<file path="src/rtl/usb_spd_pkg.sv">
package usb_spd_pkg;
  localparam int LS_W  = 2;
  localparam int SPD_W = 2;

  typedef enum logic [LS_W-1:0] {
    LS_SE0 = 2'b00,
    LS_J   = 2'b01,
    LS_K   = 2'b10,
    LS_SE1 = 2'b11
  } line_t;

  typedef enum logic [SPD_W-1:0] {
    SPD_UND = 2'b00,
    SPD_RSV = 2'b01,
    SPD_FS  = 2'b10,
    SPD_HS  = 2'b11
  } speed_t;
endpackage

</file>
<file path="src/rtl/spd_line_edge.sv">
module spd_line_edge
  import usb_spd_pkg::*;
(
  input  logic            clk,
  input  logic            rst_n,
  input  logic [LS_W-1:0] line_state,
  output logic            se0_to_j
);
  logic [LS_W-1:0] ls_q;

  // The previous sample resets to J, so leaving reset never looks like an SE0 exit.
  always_ff @(posedge clk or negedge rst_n) begin
    if (!rst_n) ls_q <= LS_J;
    else        ls_q <= line_state;
  end

  assign se0_to_j = (ls_q == LS_SE0) && (line_state == LS_J);

  // an exit from SE0 is only seen when the previous sample was SE0
  a_r5_edge_from_se0: assert property (@(posedge clk) disable iff (!rst_n)
    se0_to_j |-> $past(line_state) == LS_SE0);
endmodule

</file>
<file path="src/rtl/spd_reset_edge.sv">
module spd_reset_edge (
  input  logic clk,
  input  logic rst_n,
  input  logic bus_reset,
  output logic reset_start
);
  logic busrst_q;

  always_ff @(posedge clk or negedge rst_n) begin
    if (!rst_n) busrst_q <= 1'b0;
    else        busrst_q <= bus_reset;
  end

  assign reset_start = bus_reset && !busrst_q;

  // a start pulse never repeats on two adjacent cycles
  a_r3_single_start: assert property (@(posedge clk) disable iff (!rst_n)
    reset_start |=> !reset_start);
endmodule

</file>
<file path="src/rtl/spd_resolver.sv">
module spd_resolver
  import usb_spd_pkg::*;
(
  input  logic       clk,
  input  logic       rst_n,
  input  logic       hs_enable,
  input  logic       bus_reset,
  input  logic       reset_start,
  input  logic       hs_term,
  input  logic       se0_to_j,
  output speed_t     status
);
  logic   pending_q;
  logic   pending_d;
  speed_t status_d;
  logic   hs_hit;
  logic   fs_hit;

  // A result can resolve only while one is still pending.
  assign hs_hit = pending_q && bus_reset && hs_term;
  assign fs_hit = pending_q && se0_to_j;

  always_comb begin
    status_d  = status;
    pending_d = pending_q;
    if (!hs_enable) begin
      status_d  = SPD_FS;
      pending_d = 1'b0;
    end else if (reset_start) begin
      status_d  = SPD_UND;
      pending_d = 1'b1;
    end else if (hs_hit) begin
      status_d  = SPD_HS;
      pending_d = 1'b0;
    end else if (fs_hit) begin
      status_d  = SPD_FS;
      pending_d = 1'b0;
    end
  end

  always_ff @(posedge clk or negedge rst_n) begin
    if (!rst_n) begin
      status    <= SPD_UND;
      pending_q <= 1'b0;
    end else begin
      status    <= status_d;
      pending_q <= pending_d;
    end
  end

  a_r2_fs_when_disabled: assert property (@(posedge clk) disable iff (!rst_n)
    !hs_enable |=> status == SPD_FS);

  a_r3_clear_on_start: assert property (@(posedge clk) disable iff (!rst_n)
    hs_enable && reset_start |=> status == SPD_UND && pending_q);

  a_r4_hs_on_term: assert property (@(posedge clk) disable iff (!rst_n)
    hs_enable && !reset_start && pending_q && bus_reset && hs_term |=> status == SPD_HS);

  a_r5_fs_on_exit: assert property (@(posedge clk) disable iff (!rst_n)
    hs_enable && !reset_start && pending_q && !(bus_reset && hs_term) && se0_to_j
    |=> status == SPD_FS);

  a_r8_hold_when_decided: assert property (@(posedge clk) disable iff (!rst_n)
    hs_enable && !pending_q && !reset_start |=> $stable(status));

  // the reserved code never appears
  a_r1_legal_code: assert property (@(posedge clk) disable iff (!rst_n)
    status != SPD_RSV);
endmodule

</file>
<file path="src/rtl/usb_speed_discriminator.sv">
module usb_speed_discriminator
  import usb_spd_pkg::*;
(
  input  logic             clk,
  input  logic             rst_n,
  input  logic             hs_enable,
  input  logic             bus_reset,
  input  logic [LS_W-1:0]  line_state,
  input  logic             hs_term,
  output logic [SPD_W-1:0] speed_status
);
  logic   se0_to_j;
  logic   reset_start;
  speed_t status;

  spd_line_edge u_line_edge (
    .clk        (clk),
    .rst_n      (rst_n),
    .line_state (line_state),
    .se0_to_j   (se0_to_j)
  );

  spd_reset_edge u_reset_edge (
    .clk         (clk),
    .rst_n       (rst_n),
    .bus_reset   (bus_reset),
    .reset_start (reset_start)
  );

  spd_resolver u_resolver (
    .clk         (clk),
    .rst_n       (rst_n),
    .hs_enable   (hs_enable),
    .bus_reset   (bus_reset),
    .reset_start (reset_start),
    .hs_term     (hs_term),
    .se0_to_j    (se0_to_j),
    .status      (status)
  );

  assign speed_status = status;

  // the handshake outside reset never produces high-speed from undecided
  a_r9_term_needs_reset: assert property (@(posedge clk) disable iff (!rst_n)
    hs_enable && !bus_reset && speed_status == SPD_UND |=> speed_status != SPD_HS);
endmodule

</file>
<file path="config.mk">
export PLATFORM = sky130hd
export DESIGN_NAME = usb_speed_discriminator
export DESIGN_NICKNAME = d
export VERILOG_FILES = /design/src/rtl/usb_spd_pkg.sv /design/src/rtl/spd_line_edge.sv /design/src/rtl/spd_reset_edge.sv /design/src/rtl/spd_resolver.sv /design/src/rtl/usb_speed_discriminator.sv
export SDC_FILE = /design/constraint.sdc
export NUM_CORES = 1
export LEC_CHECK = 0
export BUFFER_PORTS_ARGS = -buffer_cell sky130_fd_sc_hd__clkbuf_2
export CORE_AREA = 2 2 39 41
export CTS_CLUSTER_SIZE = 12
export DETAILED_ROUTE_END_ITERATION = 8
export DIE_AREA = 0 0 41 43
export HOLD_SLACK_MARGIN = 0.12
export PLACE_DENSITY_LB_ADDON = 0.08
export SYNTH_ARGS = -nofsm -noshare
export SYNTH_HDL_FRONTEND = slang
export SYNTH_SLANG_ARGS = --single-unit
</file>
<file path="constraint.sdc">
create_clock -name clk -period 1.2 [get_ports clk]
set_input_delay 0.12 -clock clk [delete_from_list [all_inputs] [get_ports clk]]
set_output_delay 0.12 -clock clk [all_outputs]
set_load 0.01 [all_outputs]
</file>
==> impl_metrics.toml, run 1 <==
[worst_setup_path]
cp-end-kind = "flop"
crit_fanout = 2
max_stage_delay_ns = 0.55
r2r_slack_ns = -0.008
crit_cells = 2
ff2ff_path_depth = 2
crit_path_end = "u_resolver.pending_q$_DFFE_PN0P_"
crit_arrival_ns = 1.35
crit_buf_inv = 0
crit_start = "u_line_edge.ls_q[1]$_DFF_PN0_"
reg2reg_from = "u_line_edge.ls_q[1]$_DFF_PN0_"
worstReg2RegEnd = "u_resolver.pending_q$_DFFE_PN0P_"
crit_family = "simple AND/OR/NAND/NOR gates"
critPathLaunchType = "flop"
required_ns = 1.34
critPathSlowestCell = "or4_4"
critPathKind = "flop to flop"
cp_cell_sequence = "or4_4 -> a41o_1"

[sta]
hold_viol_final = 0
worst_slack_ns = -0.00800
slew_viol_final = 0
tightest_slew_ns = 0.358
rsz0062_at_grt = "true"
maxSlewHeadroom = 0.761
fmax_ghz = 0.828
post-route-period-util = 1.01
fin_skew_ns = 0.0113
finalSetupViolCount = 1
min_period_ns = 1.21
hold_slack_ns = 0.139
tns_ns = -0.00800

[layout]
area_growth_pct = 65.4
final_common_cell = "clkbuf_2"
nFillCells = 153
fin_util = 0.272
instances_no_fill = 52
finish.instance_area_um2 = 377
drive_above_1_share = 0.444
final_nets = 44
final_cell_mix = "8 x clkbuf_2, 5 x dfrtp_1, 4 x dlygate4sd3_1"
n_antenna_cell = 0

[grt]
grt_pass1_vias = 245
use_met1 = 0.0921
busiest_layer = "met2"
grtUsageMet2 = 0.125
grt_max_degree = 7
antenna_found_initial = 0
globalRouteOverflowTotal = 0
grtUsageMet3 = 0.0314
track_usage = 0.0809
grt_pass1_wl_um = 924

[route]
wl_per_cell_um = 10.7
drt_iter0_markers = 0
vias = 211
drtPass1Iterations = 1
drc_errors = 0
wl_um = 557
ant_nets = 0
vias_per_cell = 4.06

[clocking]
clock_path_buffers = 2
cts_buffers = 3
cts_sinks = 6
clockRootBuffer = "clkbuf_4"
clk_pin_slew_ns = 0.06
htreeDepth = 1
clock_latency_ns = 0.25
tritoncts = "yes"

[die]
rows = 14
start_util = 0.165
die_area_mm2 = 0.00176
die_y_um = 43
core_mm2 = 0.00138
pin_count = 9
fp.dieW_um = 41

[synthesis]
ys_top_cells_by_area = "dfrtp_1 55%, dfstp_2 12%, or4_4 4.9%"
ys_ff_latch = 6
netlist_instances = 18
syn_area_um2 = 228
ys_seq_area_frac = 0.665
yosysTopAreaCell = "dfrtp_1"
ys_types = 12
synth.top_cell.area_share = 0.549
yosys_warnings = 0
syn_area_per_cell_um2 = 12.7
syn_nets = 25

[min_path]
hp-class = "primary input to flop"

[power]
cellLeakagePower_nw = 0.180
ir_drop_v = 0.000308
p_per_area_mw_per_mm2 = 1280

[run]
cap_violations = 0

[placement]
globalplace.congestion = 0.641
place_area_um2 = 295
numPortBuffers = 8
dp_cells = 43
dp_hpwl_um = 412

[run_status]
status = "finished with violations"
violations = "negative setup slack"
## per-layer routing
layer | wire length, um | vias up | part of all wire
li1 | - | 103 | -
met1 | 228 | 104 | 0.41
met2 | 292 | 4 | 0.52
met3 | 36 | 0 | 0.065
met4 | 0 | 0 | 0
met5 | 0 | - | 0
## how the worst min path moves through the flow
| stage | start | to | slack, ns | cells after the start |
|---|---|---|---|---|
| 4_1_cts | hs_enable | u_resolver.status[1]$_DFFE_PN0P_ | 0.14 | 2 |
| 3_3_place_gp | rst_n | u_resolver.pending_q$_DFFE_PN0P_ | -0.04 | 1 |
| 6_report | hs_enable | u_resolver.status[1]$_DFFE_PN0P_ | 0.14 | 2 |
| 5_1_grt | hs_enable | u_resolver.status[1]$_DFFE_PN0P_ | 0.14 | 2 |
| 3_5_place_dp | rst_n | u_resolver.pending_q$_DFFE_PN0P_ | -0.04 | 1 |
| 2_1_floorplan | rst_n | u_line_edge.ls_q[1]$_DFF_PN0_ | -0.18 | 0 |
## metrics by stage
| step | total power, mW | worst slack (ns) |
|---|---|---|
| floorplan | 0.236 | 0.0250 |
| global placement | 0.264 | 0.00379 |
| detailed placement | 0.264 | -0.0102 |
| CTS | 0.492 | -0.00455 |
| global route | 0.513 | -0.0307 |
| finish | 0.483 | -0.00800 |
## synthesized netlist by cell type
library cell	instances
o21ai_0	1
dfrtp_1	5
inv_1	2
or4_4	1
a41oi_1	1
dfstp_2	1
nand2_1	2
nor3b_1	1
a21oi_1	1
o41ai_1	1
nand3_1	1
a41o_1	1
## state kept, by name, summed over array words and instances (netlist names)
signal	flops
u_resolver.pending_q	1
u_resolver.status	2
u_line_edge.ls_q	2
u_reset_edge.busrst_q	1
## cells by family after synthesis
kind of cell,synth area share
buffers and inverters,0.0330
AND/OR/NAND/NOR,0.137
AO/OA/AOI/OAI,0.165
flip-flops,0.665
## final cells by class
cell class              count  area (um2)  area share
flip-flops and latches      6         151       0.402
repair buffers             14        95.1       0.252
multi-input cells          10        76.3       0.203
clock buffers               4        26.3      0.0698
well taps                  16        20.0      0.0532
inverters                   2        7.51      0.0199
## where the power goes
part           total, mW  switching (mW)  internal, mW
Combinational     0.0544          0.0244        0.0300
Sequential         0.221         0.00562         0.215
Clock              0.208          0.0816         0.126
## repair_timing
action | CTS | global route
hold buffers | 4 | 0
endpoints found under the setup margin | 1 | 2
resized for setup | 0 | 1
buffers inserted | 0 | 1
endpoints found under the hold margin | 9 | 0
No activity file was read; power rests on OpenSTA's default activity.
==> inputs of run 2 (changes only) <==
Settings changed: BUFFER_PORTS_ARGS -buffer_cell sky130_fd_sc_hd__clkbuf_2 to -buffer_cell sky130_fd_sc_hd__buf_2.
==> run 2 against run 1 <==
- the run now ends clean
- die area did not move
- critical path depth stayed put
- maximum frequency increased by 2.4%
- via count down 0.95%
- cell count rose by 1.9%
- critical endpoint unchanged
==> impl_metrics.toml, run 2 (same netlist as run 1, synthesis figures left out) <==
[sta]
fmax_ghz = 0.848
slew_viol_final = 0
tightest_slew_ns = 0.325
hold_viol_final = 0
maxSlewHeadroom = 0.783
finalSetupViolCount = 0
tns_ns = 0
rsz0062_at_grt = "true"
hold_slack_ns = 0.214
post-route-period-util = 0.983
min_period_ns = 1.18
fin_skew_ns = 0.0121

[die]
core_mm2 = 0.00138
die_y_um = 43
pin_count = 9
die_area_mm2 = 0.00176
rows = 14
fp.dieW_um = 41
start_util = 0.165

[layout]
area_growth_pct = 69.8
multi_input_area_um2 = 76.3
final_common_cell = "buf_2"
drive_above_1_share = 0.432
reg_top3 = "u_line_edge.ls_q: 2 flops, u_resolver.status: 2 flops"
n_antenna_cell = 0
ff_latch_area_um2 = 151
final_cell_mix = "8 x buf_2, 5 x dlygate4sd3_1, 5 x dfrtp_1"
nFillCells = 149
final_nets = 45

[grt]
grt_pass1_vias = 229
globalRouteOverflowTotal = 0
grt_pass1_wl_um = 848
track_usage = 0.0779
antenna_found_initial = 0
grt_max_degree = 7

[worst_setup_path]
crit_fanout = 2
required_ns = 1.35
critPathKind = "flop to flop"
cp_cell_sequence = "or4_4 -> a41o_1"
critPathLaunchType = "flop"
crit_start = "u_line_edge.ls_q[1]$_DFF_PN0_"
cp-end-kind = "flop"
reg2reg_from = "u_line_edge.ls_q[1]$_DFF_PN0_"
critPathSlowestCell = "or4_4"
crit_arrival_ns = 1.33
max_stage_delay_ns = 0.52

[run]
cap_violations = 0

[min_path]
hp-class = "primary input to flop"
hold_start = "hs_term"

[power]
p_per_area_mw_per_mm2 = 1260
ir_drop_v = 0.000389
cellLeakagePower_nw = 0.183

[clocking]
tritoncts = "yes"
htreeDepth = 1
clock_latency_ns = 0.26
cts_sinks = 6
clock_path_buffers = 2
clk_pin_slew_ns = 0.05
clockRootBuffer = "clkbuf_4"
cts_buffers = 3

[placement]
numPortBuffers = 8
dp_hpwl_um = 394
globalplace.congestion = 0.641

[route]
drt_iter0_markers = 1
vias_per_cell = 3.94
drc_errors = 0
ant_nets = 0
wl_per_cell_um = 10.0
vias = 209
wl_um = 530
drtPass1Iterations = 3

[run_status]
status = "finished clean"
==> run 2: changes by cell type in the layout (fill, tap and decap cells not counted), sizes merged <==
cell and change:
buf +8, clkbuf -8, dlygate4sd3 +1
==> run 2: where the power goes <==
part	internal, mW	switching [mW]	total [mW]
Combinational	0.0323	0.0241	0.0564
Sequential	0.215	0.00551	0.221
Clock	0.127	0.0843	0.211
==> run 2: worst paths after layout <==
path	to	slack, ns	depth (start not counted)
max	u_resolver.pending_q$_DFFE_PN0P_	0.02	2
min	u_resolver.pending_q$_DFFE_PN0P_	0.21	3
max reg2reg	u_resolver.pending_q$_DFFE_PN0P_	0.02	2
min reg2reg	u_resolver.status[0]$_DFFE_PN0P_	0.53	2
max in group asynchronous	u_line_edge.ls_q[0]$_DFF_PN1_	0.74	2
min in group asynchronous	u_resolver.pending_q$_DFFE_PN0P_	0.22	2
==> run 2: timing repair <==
item / 4_1_cts / 5_1_grt
hold endpoints to repair: 10 / 0
setup buffers: 0 / 1
resized for setup: 1 / 0
pin swaps: 1 / 0
hold buffers: 5 / 0
endpoints found under the setup margin: 1 / 1
==> run 2: cell type report <==
class / count / share of cell area
repair buffers: 15 / 0.272
well taps: 16 / 0.0518
multi-input cells: 10 / 0.197
inverters: 2 / 0.0194
clock buffers: 4 / 0.0680
flip-flops and latches: 6 / 0.392
==> run 2: stage by stage <==
| stage | area [um2] | std cells | util | setup WS (ns) | total power [mW] |
|---|---|---|---|---|---|
| floorplan | 228 | 18 | - | 0.0250 | 0.236 |
| global placement | 295 | 43 | 0.213 | 0.00381 | 0.264 |
| detailed placement | 295 | 43 | 0.213 | -0.00617 | 0.264 |
| CTS | 379 | 52 | 0.274 | 0.0139 | 0.495 |
| global route | 387 | 53 | 0.279 | -0.00746 | 0.515 |
| finish | 387 | 53 | 0.279 | 0.0202 | 0.488 |
==> run 2: routing by layer <==
| metal | vias up | share of wire | GRT usage |
|---|---|---|---|
| li1 | 106 | - | - |
| met1 | 93 | 0.42 | 0.0789 |
| met2 | 7 | 0.45 | 0.109 |
| met3 | 3 | 0.081 | 0.0314 |
| met4 | 0 | 0.043 | 0.0800 |
| met5 | - | 0 | 0 |
==> run 2: critical path, delay by kind of cell, from the launching register on <==
| family | cells | cell delay [ns] |
|---|---|---|
| and+or+nand+nor | 1 | 0.52 |
| DFF | 1 | 0.37 |
| AOI/OAI and AO/OA | 1 | 0.19 |
==> inputs of run 3 (changes only) <==
Settings changed: ABC_AREA set to 1.
==> run 3 against run 2 <==
- cell area down 3.2%
- cell count up 11%
- setup slack better by 0.090 ns
- clock power is 4% lower
- global-route usage decreased by 0.23 points
- worst hold slack worse by 0.071 ns
- largest power group unchanged
- highest routed layer is now met3
- synthesized area up 6.6%
==> impl_metrics.toml, run 3 <==
[run_status]
status = "finished clean"

[worst_setup_path]
cp-end-kind = "flop"
crit_arrival_ns = 1.22
required_ns = 1.33
critPathLaunchType = "primary input"
crit_fanout = 4
critPathKind = "primary input to flop"

[layout]
n_antenna_cell = 0
final_nets = 51
multi_input_area_um2 = 85.1
reg_top3 = "u_line_edge.ls_q: 2 flops, u_resolver.status: 2 flops"
area_growth_pct = 54.1
nFillCells = 153
final_cell_mix = "8 x nand2_1, 8 x buf_2, 6 x nand3_1"
ff_latch_area_um2 = 151
drive_above_1_share = 0.326

[route]
vias_per_cell = 3.66
wl_per_cell_um = 7.98
drt_iter0_markers = 4
drc_errors = 0
drtPass1Iterations = 3
wl_um = 471
ant_nets = 0
vias = 216

[clocking]
htreeDepth = 1
clock_path_buffers = 2
cts_sinks = 6
clk_pin_slew_ns = 0.05
postCtsSetupBuffers = 0
tritoncts = "yes"
clock_latency_ns = 0.25
cts_buffers = 3
clockRootBuffer = "clkbuf_4"

[placement]
numPortBuffers = 8
globalplace.congestion = 0.682

[grt]
grt_pass1_wl_um = 793
antenna_found_initial = 0
track_usage = 0.0756
grt_pass1_vias = 188
grt_max_degree = 7
globalRouteOverflowTotal = 0

[synthesis]
syn_area_um2 = 243
syn_area_per_cell_um2 = 8.99
syn_nets = 34
yosysTopAreaCell = "dfrtp_1"
yosys-top-cells-count = "8 x nand2_1, 6 x nand3_1, 5 x dfrtp_1, 3 x inv_1"
ys_top_cells_by_area = "dfrtp_1 52%, nand3_1 12%, nand2_1 12%"
ys_types = 7
netlist_instances = 27
post-synth-top-count-cell = "nand2_1"
ys.flop_type = "dfrtp_1"
yosys_warnings = 0
ys_ff_latch = 6
synth_edf_count = 0
synth.top_cell.area_share = 0.515
ys_seq_area_frac = 0.624
synthArstFlopShare = 1.00

[min_path]
hp-class = "primary input to flop"

[sta]
post-route-period-util = 0.908
maxSlewHeadroom = 0.893
tightest_slew_ns = 0.160
min_period_ns = 1.09
slew_viol_final = 0
fmax_ghz = 0.918
hold_slack_ns = 0.143
hold_viol_final = 0
rsz0062_at_grt = "false"
finalSetupViolCount = 0
fin_skew_ns = 0.00900
tns_ns = 0

[die]
rows = 14
die_area_mm2 = 0.00176
fp.dieW_um = 41
start_util = 0.175
core_mm2 = 0.00138
pin_count = 9
die_y_um = 43

[power]
cellLeakagePower_nw = 0.196
p_per_area_mw_per_mm2 = 1280
ir_drop_v = 0.000634
power_mw = 0.478

[run]
cap_violations = 0
## run 3: cells by family (layout without fill, tap and decap cells)
group                  after synthesis  in the layout  synth area share
buffers and inverters                3             19            0.0464
AND/OR/NAND/NOR                     18             18             0.330
flip-flops                           6              6             0.624
## run 3: metrics by stage
step / instances / setup slack, ns / cell area, um2 / utilization
3_5_place_dp: 51 / 0.229 / 303 / 0.219
2_1_floorplan: 27 / 0.299 / 243 / -
6_report: 59 / 0.111 / 374 / 0.270
5_1_grt: 59 / 0.0227 / 374 / 0.270
3_3_place_gp: 51 / 0.241 / 303 / 0.219
4_1_cts: 59 / 0.0916 / 369 / 0.267
## run 3: what timing repair did
action,4_1_cts,5_1_grt
gates resized for setup,0,1
hold buffers,4,0
hold endpoints to repair,9,0
endpoints found under the setup margin,0,1
## run 3: path summary, 6_finish.rpt
| path | from | endpoint | slack [ns] | cells after the start |
|---|---|---|---|---|
| worst min-delay path | hs_enable | u_resolver.status[0]$_DFFE_PN0P_ | 0.14 | 3 |
| worst max-delay path | bus_reset | u_resolver.status[1]$_DFFE_PN0P_ | 0.11 | 8 |
| worst max register to register | u_line_edge.ls_q[0]$_DFF_PN1_ | u_resolver.status[1]$_DFFE_PN0P_ | 0.24 | 5 |
| max in group asynchronous | rst_n | u_line_edge.ls_q[0]$_DFF_PN1_ | 0.75 | 2 |
| worst min register to register | u_resolver.status[0]$_DFFE_PN0P_ | u_resolver.status[0]$_DFFE_PN0P_ | 0.49 | 2 |
| min in group asynchronous | rst_n | u_resolver.pending_q$_DFFE_PN0P_ | 0.22 | 2 |
## run 3: cell type report
cell class / count / share of cell area
multi-input cells: 18 / 0.227
flip-flops and latches: 6 / 0.405
inverters: 3 / 0.0301
well taps: 16 / 0.0535
clock buffers: 4 / 0.0702
repair buffers: 12 / 0.214
## run 3: power by group
group          internal, mW  leakage [nW]  total (mW)  switching (mW)
combinational        0.0268         0.110      0.0541          0.0273
clock                 0.126        0.0150       0.203          0.0772
sequential            0.216        0.0716       0.221         0.00520
## run 3: worst max-delay path: stages
cell	delay, ns
dlygate4sd3_1	0.53
buf_2	0.14
nand2_1	0.08
nand2_1	0.09
nor2_4	0.12
nand2_1	0.06
nand2_1	0.05
nand2_1	0.04
## run 3: per-layer routing
layer / vias to the layer above / global-route usage / share of wire
li1: 118 / - / -
met4: 0 / 0.0400 / 0
met1: 90 / 0.0847 / 0.46
met5: - / 0 / 0
met3: 0 / 0.0785 / 0.091
met2: 8 / 0.0875 / 0.45
